--- src/rtl/ram_port_share.sv ---
module ram_port_share #(
  parameter int unsigned   RAM_AW   = 14,
  parameter int unsigned   DW       = 8,
  parameter logic [DW-1:0] OPEN_BUS = '1
) (
  input  logic              clk,
  input  logic              rst_n,
  input  logic              cpu_req,
  input  logic              cpu_we,
  input  logic [RAM_AW-1:0] cpu_addr,
  input  logic [DW-1:0]     cpu_wdata,
  output logic              cpu_stall,
  output logic              cpu_rvalid,
  output logic [DW-1:0]     cpu_rdata,
  input  logic              hdma_act,
  input  logic              hdma_we,
  input  logic [RAM_AW-1:0] hdma_addr,
  input  logic [DW-1:0]     hdma_wdata,
  input  logic              oamdma_act,
  input  logic [RAM_AW-1:0] oamdma_addr,
  output logic              own_hdma,
  output logic              own_oamdma,
  output logic              own_cpu,
  output logic              ram_en,
  output logic              ram_we,
  output logic [RAM_AW-1:0] ram_addr,
  output logic [DW-1:0]     ram_wdata,
  input  logic [DW-1:0]     ram_rdata
);

  logic pick_h, pick_o, pick_c, cpu_blk;
  logic rd_s1, blk_s1, blk_s2;

  assign pick_h  = hdma_act;
  assign pick_o  = !hdma_act && oamdma_act;
  assign pick_c  = !hdma_act && !oamdma_act && cpu_req;
  assign cpu_blk = pick_o && cpu_req;

  assign cpu_stall = hdma_act;

  always_ff @(posedge clk) begin
    if (!rst_n) begin
      own_hdma   <= 1'b0;
      own_oamdma <= 1'b0;
      own_cpu    <= 1'b0;
      ram_en     <= 1'b0;
      ram_we     <= 1'b0;
      ram_addr   <= '0;
      ram_wdata  <= '0;
      rd_s1      <= 1'b0;
      blk_s1     <= 1'b0;
      cpu_rvalid <= 1'b0;
      blk_s2     <= 1'b0;
    end else begin
      own_hdma   <= pick_h;
      own_oamdma <= pick_o;
      own_cpu    <= pick_c;
      ram_en     <= pick_h || pick_o || pick_c;
      ram_we     <= (pick_h && hdma_we) || (pick_c && cpu_we);
      ram_addr   <= pick_h ? hdma_addr : (pick_o ? oamdma_addr : cpu_addr);
      ram_wdata  <= pick_h ? hdma_wdata : cpu_wdata;
      rd_s1      <= (pick_c || cpu_blk) && !cpu_we;
      blk_s1     <= cpu_blk;
      cpu_rvalid <= rd_s1;
      blk_s2     <= blk_s1;
    end
  end

  assign cpu_rdata = blk_s2 ? OPEN_BUS : ram_rdata;

endmodule


--- config.mk ---
export PLATFORM = sky130hd
export DESIGN_NAME = ram_port_share
export DESIGN_NICKNAME = d
export VERILOG_FILES = /design/src/rtl/ram_port_share.sv
export SDC_FILE = /design/constraint.sdc
export NUM_CORES = 1
export LEC_CHECK = 0
export BUFFER_PORTS_ARGS = -buffer_cell sky130_fd_sc_hd__buf_2
export CORE_UTILIZATION = 36
export CTS_BUF_LIST = sky130_fd_sc_hd__clkbuf_4 sky130_fd_sc_hd__clkbuf_8
export CTS_CLUSTER_SIZE = 30
export DETAILED_ROUTE_END_ITERATION = 6
export PLACE_DENSITY = 0.78
export SYNTH_ARGS = -nofsm -noshare
export SYNTH_HDL_FRONTEND = slang
export SYNTH_SLANG_ARGS = --single-unit
--- constraint.sdc ---
create_clock -name clk -period 1 [get_ports clk]
set_input_delay 0.05 -clock clk [delete_from_list [all_inputs] [get_ports clk]]
set_output_delay 0.05 -clock clk [all_outputs]
set_load 0.005 [all_outputs]
* Yosys cells after proc, flatten, opt, wreduce, memory -nomap -nowiden *
Index checks and enable logic that the tools add are counted.

word-level totals
  register bits after elaboration = 31
  input bits = 73
  output and inout port bits = 37
  word-level logic and storage cells = 29

cells by class
  mux-type cells = 4
  reduce and logical (&&, ||, !) cells = 14

operators with widths
  cell                count
  two-way mux 14 bit  2
  two-way mux 8 bit   2
  logical AND 1 bit   7
  logical OR 1 bit    4
  zero test 1 bit     3

* Longest topological paths before layout *
Gate-level depths: netlist (run 1).

  word-level depth = 5
  mapped depth = 4
  gate-level depth less buffers = 2

* Worst setup path after synthesis (run 1) *
No wires, ideal clock.

  path kind = input to register
  start point = input port oamdma_act
  end point = register ram_addr[10]
  arrival = 777 ps
  required time = 884 ps
  slack = 107 ps
  cell stages on the path = 4
  path buffers = 2
  cells stage by stage = buf_6 buf_12 mux2_4 o211a_1

on the way
  longest elaborated chain between the ends = 3

RTL lines
  item                              RTL line  text
  from (decl)                       19        input logic oamdma_act,
  logical AND 1 bit                 35        assign pick_o = !hdma_act && oamdma_act;
  two-way mux 14 bit (2 in series)  60        ram_addr <= pick_h ? hdma_addr : (pick_o ? oamdma_addr : cpu_addr);
  to (signal assigned)              60
  to (decl)                         26        output logic [RAM_AW-1:0] ram_addr,

No other way between the ends.
A chain may end at the register's enable or synchronous reset.

* Worst setup path in the final report (run 1) *
  start point = register blk_s2
  end point = output port cpu_rdata[5]

on the way
  longest elaborated chain between the ends = 1

RTL lines
  item                    RTL line  text
  from (decl)             32        logic rd_s1, blk_s1, blk_s2;
  from (signal assigned)  65        blk_s2 <= blk_s1;
  two-way mux 8 bit       69        assign cpu_rdata = blk_s2 ? OPEN_BUS : ram_rdata;
  to (decl)               14        output logic [DW-1:0] cpu_rdata,

No other way between the ends.

==> results_dict.tcl, run 1 <==
set metrics [dict create \
    status "finished with violations" \
    violations "negative setup slack" \
    worstPathRequired_ps 950 \
    antenna_found_initial 0 \
    holdPathStages 2 \
    hp-start "cpu_req" \
    vias_per_cell 4.51 \
    area_delta_synth_final_pct 54.9 \
    r2r_setup_slack_ps 470 \
    fin_skew_ps 0.624 \
    gp_congestion 0.650 \
    port_buffers 109 \
    io_pins 110 \
    cts-buffers-inserted 5 \
    grt_pass1_wl_um 5550 \
    cts_sinks 31 \
    rr_worst_depth 1 \
    die_area_sq_um 4050 \
    placed_cells 271 \
    grt_max_degree 30 \
    powerDensity_nw_per_um2 1340 \
    dpl_cell_area_sq_um 1940 \
    synth_area_leaders "dfxtp_1, o211a_1, mux2_4, mux2i_1, mux2_2" \
    arrival_ps 990 \
    max_cap_viol_count 0 \
    yosysTopAreaCell "dfxtp_1" \
    startpoint_type "flop" \
    multi_input_area_sq_um 692 \
    path_max_fanout 8 \
    hold_violations 0 \
    slew_headroom 0.720 \
    vias 1258 \
    hp-class "in -> reg" \
    final_area_sq_um 2120 \
    die_w_um 63.6 \
    wl_per_cell_um 12.4 \
    drive_gt1_frac 0.623 \
    post-route-util 0.578 \
    ys_top_cells_by_count "dfxtp_1, o211a_1, nand2b_1" \
    ir_drop_v 0.000692 \
    fin_ws_ps -38.5 \
    slew_viol_final 0 \
    synth.avg_cell_area_sq_um 11.4 \
    r2r-start "rd_s1$_SDFF_PN0_" \
    n_antenna_cell 0 \
    nets 304 \
    wl_um 3450 \
    grt_pass1_vias 1240 \
    syn-num-nets 193 \
    overflow 0 \
    start_util 0.373 \
    ys_types 23 \
    timing.hold.worst_endpoint "ram_en$_SDFF_PN0_" \
    r2r_end "cpu_rvalid$_SDFF_PN0_" \
    async_reset_ff_frac 0 \
    core_sq_um 3660 \
    cts_max_path_buffers 2 \
    yosys_register_bits 31 \
    hpwlAfterDp_um 2520 \
    layout_min_cycle_time_ps 1040 \
    ys_seq_area_frac 0.454 \
    synth_flop_cell "dfxtp_1" \
    synthCells 120 \
    fmax_mhz 963 \
    synth_edf_count 0 \
    die_h_um 63.6 \
    ant_nets 0 \
    fin_setup_tns_ps -249 \
    clk_pin_slew_ps 60 \
    synth.top_cell.area_share 0.454 \
    grt_usage 0.181 \
    htree_levels 2 \
    rows 22 \
    cts_tree "yes" \
    synth_most_common_cell "dfxtp_1" \
    cts_root_buffer "clkbuf_8" \
    drtIter0Drc 46 \
    period_share 1.04 \
    worstMarginPinSlew_ps 420 \
    ys_warn_count 0 \
    drc 0 \
    insertion_delay_ps 270 \
    rsz0062_at_grt "true" \
    fillCellCount 333 \
    seq_area_sq_um 624 \
    setup_violations 8 \
    leakage_nw 1.19 \
    end_kind "output port" \
    critPathKind "reg -> out" \
    fin_cells 279 \
    synthesis.area_sq_um 1370 \
    dr.pass1.iters 4 \
]
-- logic make-up after synthesis --
| logic type | count (synthesis) | share of synthesized area |
|---|---|---|
| compound gates | 16 | 0.115 |
| simple gates | 40 | 0.183 |
| flops | 31 | 0.454 |
| buf+inv | 11 | 0.0540 |
| mux | 22 | 0.193 |
-- what timing repair did --
action | in CTS | in global routing
pin swaps | 7 | 0
gates resized for setup | 18 | 0
endpoints found under the hold margin | 1 | 0
hold buffers | 1 | 0
setup endpoints to repair | 8 | 8
buffers inserted | 0 | 0
-- registers in the layout, summed over array words and instances, names as in the netlist --
register,flops
ram_addr,14
ram_wdata,8
blk_s1,1
blk_s2,1
cpu_rvalid,1
own_cpu,1
own_hdma,1
own_oamdma,1
ram_en,1
ram_we,1
rd_s1,1
-- worst max path at each step --
stage	cells after the start	from	endpoint
5_1_grt	2	blk_s2$_SDFF_PN0_	cpu_rdata[5]
2_1_floorplan	4	oamdma_act	ram_addr[10]$_SDFF_PN0_
6_report	2	blk_s2$_SDFF_PN0_	cpu_rdata[5]
3_3_place_gp	3	oamdma_act	ram_addr[13]$_SDFF_PN0_
4_1_cts	2	blk_s2$_SDFF_PN0_	cpu_rdata[5]
3_5_place_dp	3	oamdma_act	ram_addr[1]$_SDFF_PN0_
-- critical path, stage by stage, from the launching register on --
cell and delay (ps):
dfxtp_4 370, or2_4 240, buf_6 110
-- placed cells by master (no fill, tap or decap) --
cell           count
o211a_1           14
clkinv_2           1
o31a_2             1
nand2_1            1
nand2b_1          12
nor2_1             3
mux2i_1            8
nor2b_1            8
dfxtp_1           30
inv_1              1
dfxtp_4            1
nand4bb_1          1
nand3b_1           1
and2_1             3
clkbuf_8           6
dlygate4sd3_1      1
a21boi_0           1
mux2_2             7
or2_4              8
buf_4              3
buf_2            101
mux2_4             7
or2b_1             2
buf_12             1
buf_6              8
nor3b_1            1
-- routing by layer --
| metal | GRT usage | share of wire |
|---|---|---|
| met1 | 0.183 | 0.39 |
| met2 | 0.339 | 0.52 |
| met3 | 0.0688 | 0.082 |
| met4 | 0.0511 | 0.0078 |
| met5 | 0 | 0 |
-- through the flow --
step	hold WS, ps	setup WS [ps]	power [mW]
4_1_cts	5.50	-39.0	2.88
5_1_grt	15.7	-72.5	2.98
6_report	15.6	-38.5	2.83
3_3_place_gp	229	-105	1.85
3_5_place_dp	252	-126	1.87
2_1_floorplan	122	107	1.61
-- where the power goes --
group | switching [mW] | internal (mW)
logic | 0.201 | 0.348
registers | 0.0201 | 1.31
clock network | 0.413 | 0.538
total | 0.634 | 2.20
-- final cells by class --
cell class	instances	share of cell area
timing repair buffer	114	0.306
clock inverter	1	0.00237
sequential	31	0.295
inverter	1	0.00177
tap	48	0.0284
multi-input combinational	78	0.327
clock buffer	6	0.0390
No activity file was read; power rests on OpenSTA's default activity.
==> run 2, diff against run 1 <==
RECOVER_POWER = 50   (was not set)
==> run 2 against run 1 <==
Compared with the run above: critical path depth stayed put; hold slack hardly changed; combinational power is 1% lower; final area is 0.89% lower; clock-buffer cell count stayed put; sequential power hardly changed; final cell count stayed put; the run still ends with negative setup slack left; critical endpoint unchanged; core utilization is 0.51 points lower.
==> results_dict.tcl, run 2 (same netlist as run 1, synthesis figures left out) <==
set metrics [dict create \
    status "finished with violations" \
    violations "negative setup slack" \
    fin_setup_tns_ps -250 \
    multi_input_area_sq_um 692 \
    rows 22 \
    die_h_um 63.6 \
    die_area_sq_um 4050 \
    drc 0 \
    slew_headroom 0.563 \
    path_max_fanout 8 \
    period_share 1.04 \
    fmax_mhz 963 \
    insertion_delay_ps 270 \
    hold_slack_ps 15.9 \
    powerDensity_nw_per_um2 1350 \
    htree_levels 2 \
    final_common_cell "buf_2" \
    total_power_mw 2.82 \
    drt-met1-wl_um 1370 \
    nets 304 \
    met3WireLength_um 271 \
    die_w_um 63.6 \
    hpwlAfterDp_um 2520 \
    fin_ws_ps -38.6 \
    rsz0062_at_grt "true" \
    ir_drop_v 0.000692 \
    startpoint_type "flop" \
    arrival_ps 990 \
    leakage_nw 1.17 \
    max_cap_viol_count 0 \
    cts_max_path_buffers 2 \
    grt_pass1_wl_um 5550 \
    hp-class "in -> reg" \
    layout_min_cycle_time_ps 1040 \
    antenna_found_initial 0 \
    drtIter0Drc 45 \
    cts_root_buffer "clkbuf_8" \
    n_antenna_cell 0 \
    largest_register_ff_count 14 \
    post-cts-setup-buffers 0 \
    area_delta_synth_final_pct 53.5 \
    cts-buffers-inserted 5 \
    worstPathRequired_ps 950 \
    wl_um 3450 \
    vias 1258 \
    drive_gt1_frac 0.610 \
    vias_per_cell 4.51 \
    start_util 0.373 \
    hold_violations 0 \
    slew_viol_final 0 \
    setup_violations 8 \
    end_kind "output port" \
    regMostFlops "ram_addr" \
    seq_area_sq_um 624 \
    fillCellCount 336 \
    core_sq_um 3660 \
    layout_common_cells "buf_2, dfxtp_1, o211a_1" \
    wl_per_cell_um 12.4 \
    grt_max_degree 30 \
    overflow 0 \
    fin_skew_ps 0.523 \
    cts_tree "yes" \
    port_buffers 109 \
    io_pins 110 \
    cts_sinks 31 \
    gp_congestion 0.650 \
    critPathKind "reg -> out" \
    top_layer "met4" \
    worstMarginPinSlew_ps 656 \
    clk_pin_slew_ps 60 \
    place_ws_ps -126 \
    grt_pass1_vias 1240 \
    grt_usage 0.181 \
    ant_nets 0 \
    reg.largest.list "ram_addr: 14 flops, ram_wdata: 8 flops" \
    dr_wl_met2_um 1790 \
    dr.pass1.iters 4 \
]
## run 2: power by group
part / switching [mW] / internal (mW)
Combinational: 0.201 / 0.340
Clock: 0.412 / 0.538
Sequential: 0.0204 / 1.31
## run 2: final timing paths
kind	startpoint	to	slack, ps	cells after the start
max	blk_s2$_SDFF_PN0_	cpu_rdata[5]	-40	2
min reg2reg	blk_s1$_SDFF_PN0_	blk_s2$_SDFF_PN0_	430	1
min	cpu_req	ram_en$_SDFF_PN0_	20	2
max reg2reg	rd_s1$_SDFF_PN0_	cpu_rvalid$_SDFF_PN0_	470	1
## run 2: what timing repair did
item,in CTS,in global routing
gates resized for setup,18,0
hold buffers,1,0
endpoints found under the hold margin,1,0
setup endpoints to repair,8,8
pin swaps,7,0
## run 2: layout make-up
cell class,instances,share of cell area
clock buffers,6,0.0394
clock inverters,1,0.00239
inverters,1,0.00179
multi-input cells,78,0.330
flip-flops and latches,31,0.298
well taps,48,0.0286
repair buffers,114,0.300
## run 2: worst max-delay path: stages (launching register included)
cell	delay (ps)
dfxtp_4	370
or2_4	240
buf_6	110
## run 2: routing by layer
layer  vias up  GRT usage
li1        629          -
met1       559      0.183
met2        65      0.339
met3         5     0.0688
met4         0     0.0511
met5         -          0
## run 2: through the flow
step,util,cells,instance area (sq um)
floorplan,-,120,1370
global placement,0.531,271,1940
detailed placement,0.531,271,1940
CTS,0.578,279,2120
global route,0.573,279,2100
finish,0.573,279,2100
==> run 3, diff against run 2 <==
BUFFER_PORTS_ARGS = -buffer_cell sky130_fd_sc_hd__buf_4   (was -buffer_cell sky130_fd_sc_hd__buf_2)
==> run 3 against run 2 <==
Compared with the run above: the run still ends with negative setup slack left; clock-buffer cell count is the same; critical path depth is the same; highest routed layer unchanged; worst setup slack lost 8.8 ps.
==> results_dict.tcl, run 3 (same netlist as run 1, synthesis figures left out) <==
set metrics [dict create \
    status "finished with violations" \
    violations "negative setup slack" \
    vias 1276 \
    start_util 0.373 \
    end_kind "output port" \
    die_w_um 63.6 \
    drive_gt1_frac 0.617 \
    layout_min_cycle_time_ps 1050 \
    antenna_found_initial 0 \
    die_area_sq_um 4050 \
    nets 303 \
    place_ws_ps 14.6 \
    grt_pass1_vias 1206 \
    wl_per_cell_um 12.6 \
    timing.hold.worst_endpoint "ram_wdata[7]$_SDFF_PN0_" \
    final_common_cell "buf_4" \
    powerDensity_nw_per_um2 1250 \
    regMostFlops "ram_addr" \
    post-cts-setup-buffers 0 \
    max_cap_viol_count 0 \
    rr_worst_depth 1 \
    slew_viol_final 0 \
    hold_violations 0 \
    rows 22 \
    hp-class "in -> reg" \
    worstPathRequired_ps 950 \
    arrival_ps 1000 \
    clk_pin_slew_ps 60 \
    cts_max_path_buffers 2 \
    r2r_end "cpu_rvalid$_SDFF_PN0_" \
    period_share 1.05 \
    n_antenna_cell 0 \
    vias_per_cell 4.59 \
    ir_drop_v 0.000672 \
    fin_skew_ps 0.147 \
    fin_setup_tns_ps -316 \
    htree_levels 2 \
    wl_um 3500 \
    cts_root_buffer "clkbuf_8" \
    reg.largest.list "ram_addr: 14 flops, ram_wdata: 8 flops" \
    port_buffers 109 \
    worstMarginPinSlew_ps 735 \
    grt_usage 0.186 \
    largest_register_ff_count 14 \
    r2r_setup_slack_ps 470 \
    grt_pass1_wl_um 5670 \
    critPathKind "reg -> out" \
    insertion_delay_ps 280 \
    ant_nets 0 \
    holdPathStages 3 \
    fin_ws_ps -47.4 \
    dr.pass1.iters 4 \
    leakage_nw 1.25 \
    drtIter0Drc 29 \
    gp_congestion 0.654 \
    path_max_fanout 8 \
    die_h_um 63.6 \
    hp-start "cpu_wdata[7]" \
    hold_slack_ps 25.2 \
    cts_sinks 31 \
    setup_violations 8 \
    drc 0 \
    r2r-start "rd_s1$_SDFF_PN0_" \
    area_delta_synth_final_pct 71.9 \
    rsz0062_at_grt "true" \
    slew_headroom 0.510 \
    startpoint_type "flop" \
    cts-buffers-inserted 5 \
    cts_tree "yes" \
    fmax_mhz 955 \
    io_pins 110 \
    layout_common_cells "buf_4, dfxtp_1, o211a_1" \
    grt_max_degree 35 \
    core_sq_um 3660 \
    overflow 0 \
    hpwlAfterDp_um 2520 \
]
run 3: cell count changes in the layout (fill, tap and decap cells not counted), sizes merged:
cell,before,now
clkbuf,10,11
buf,109,106
dlygate4sd3,1,2
run 3: how the worst max path moves through the flow:
stage | start | end | slack, ps | depth (start not counted)
CTS | blk_s2$_SDFF_PN0_ | cpu_rdata[4] | -50 | 2
global route | blk_s2$_SDFF_PN0_ | cpu_rdata[2] | -80 | 2
detailed placement | oamdma_act | ram_addr[5]$_SDFF_PN0_ | 10 | 3
finish | blk_s2$_SDFF_PN0_ | cpu_rdata[2] | -50 | 2
global placement | oamdma_act | ram_addr[5]$_SDFF_PN0_ | 30 | 3
floorplan | oamdma_act | ram_addr[10]$_SDFF_PN0_ | 110 | 4
run 3: layer usage:
layer / track usage / up-vias / part of all wire
li1: - / 625 / -
met1: 0.205 / 579 / 0.39
met2: 0.310 / 66 / 0.50
met3: 0.0888 / 6 / 0.10
met4: 0.0597 / 0 / 0.012
met5: 0 / - / 0
run 3: what timing repair did:
item                       in CTS  in global routing
hold buffers                    2                  0
gates resized for setup        18                  0
setup endpoints to repair       8                  8
hold endpoints to repair        2                  0
pin swaps                       7                  0
run 3: final cells by class:
class / count / area, sq um
Clock buffer: 6 / 82.6
Clock inverter: 1 / 5.00
Fill cell: 324 / 1310
Inverter: 1 / 3.75
Multi-Input combinational cell: 78 / 692
Sequential cell: 31 / 624
Tap cell: 48 / 60.1
Timing Repair Buffer: 113 / 881
run 3: per-stage QoR:
step | cells | total power [mW] | utilization | cell area, sq um
after floorplan | 120 | 1.61 | - | 1370
after global placement | 269 | 1.97 | 0.598 | 2190
after detailed placement | 269 | 1.98 | 0.598 | 2190
after CTS | 278 | 3.00 | 0.642 | 2350
after global routing | 278 | 3.11 | 0.641 | 2350
final | 278 | 2.94 | 0.641 | 2350
run 3: critical path: stages, from the launching register on:
cell,delay (ps)
dfxtp_4,370
or2_4,240
buf_6,110
run 3: power by group:
group          total [mW]  internal, mW  switching, mW
Combinational       0.649         0.454          0.195
Clock               0.961         0.538          0.423
Sequential           1.33          1.31         0.0220
Total                2.94          2.30          0.640
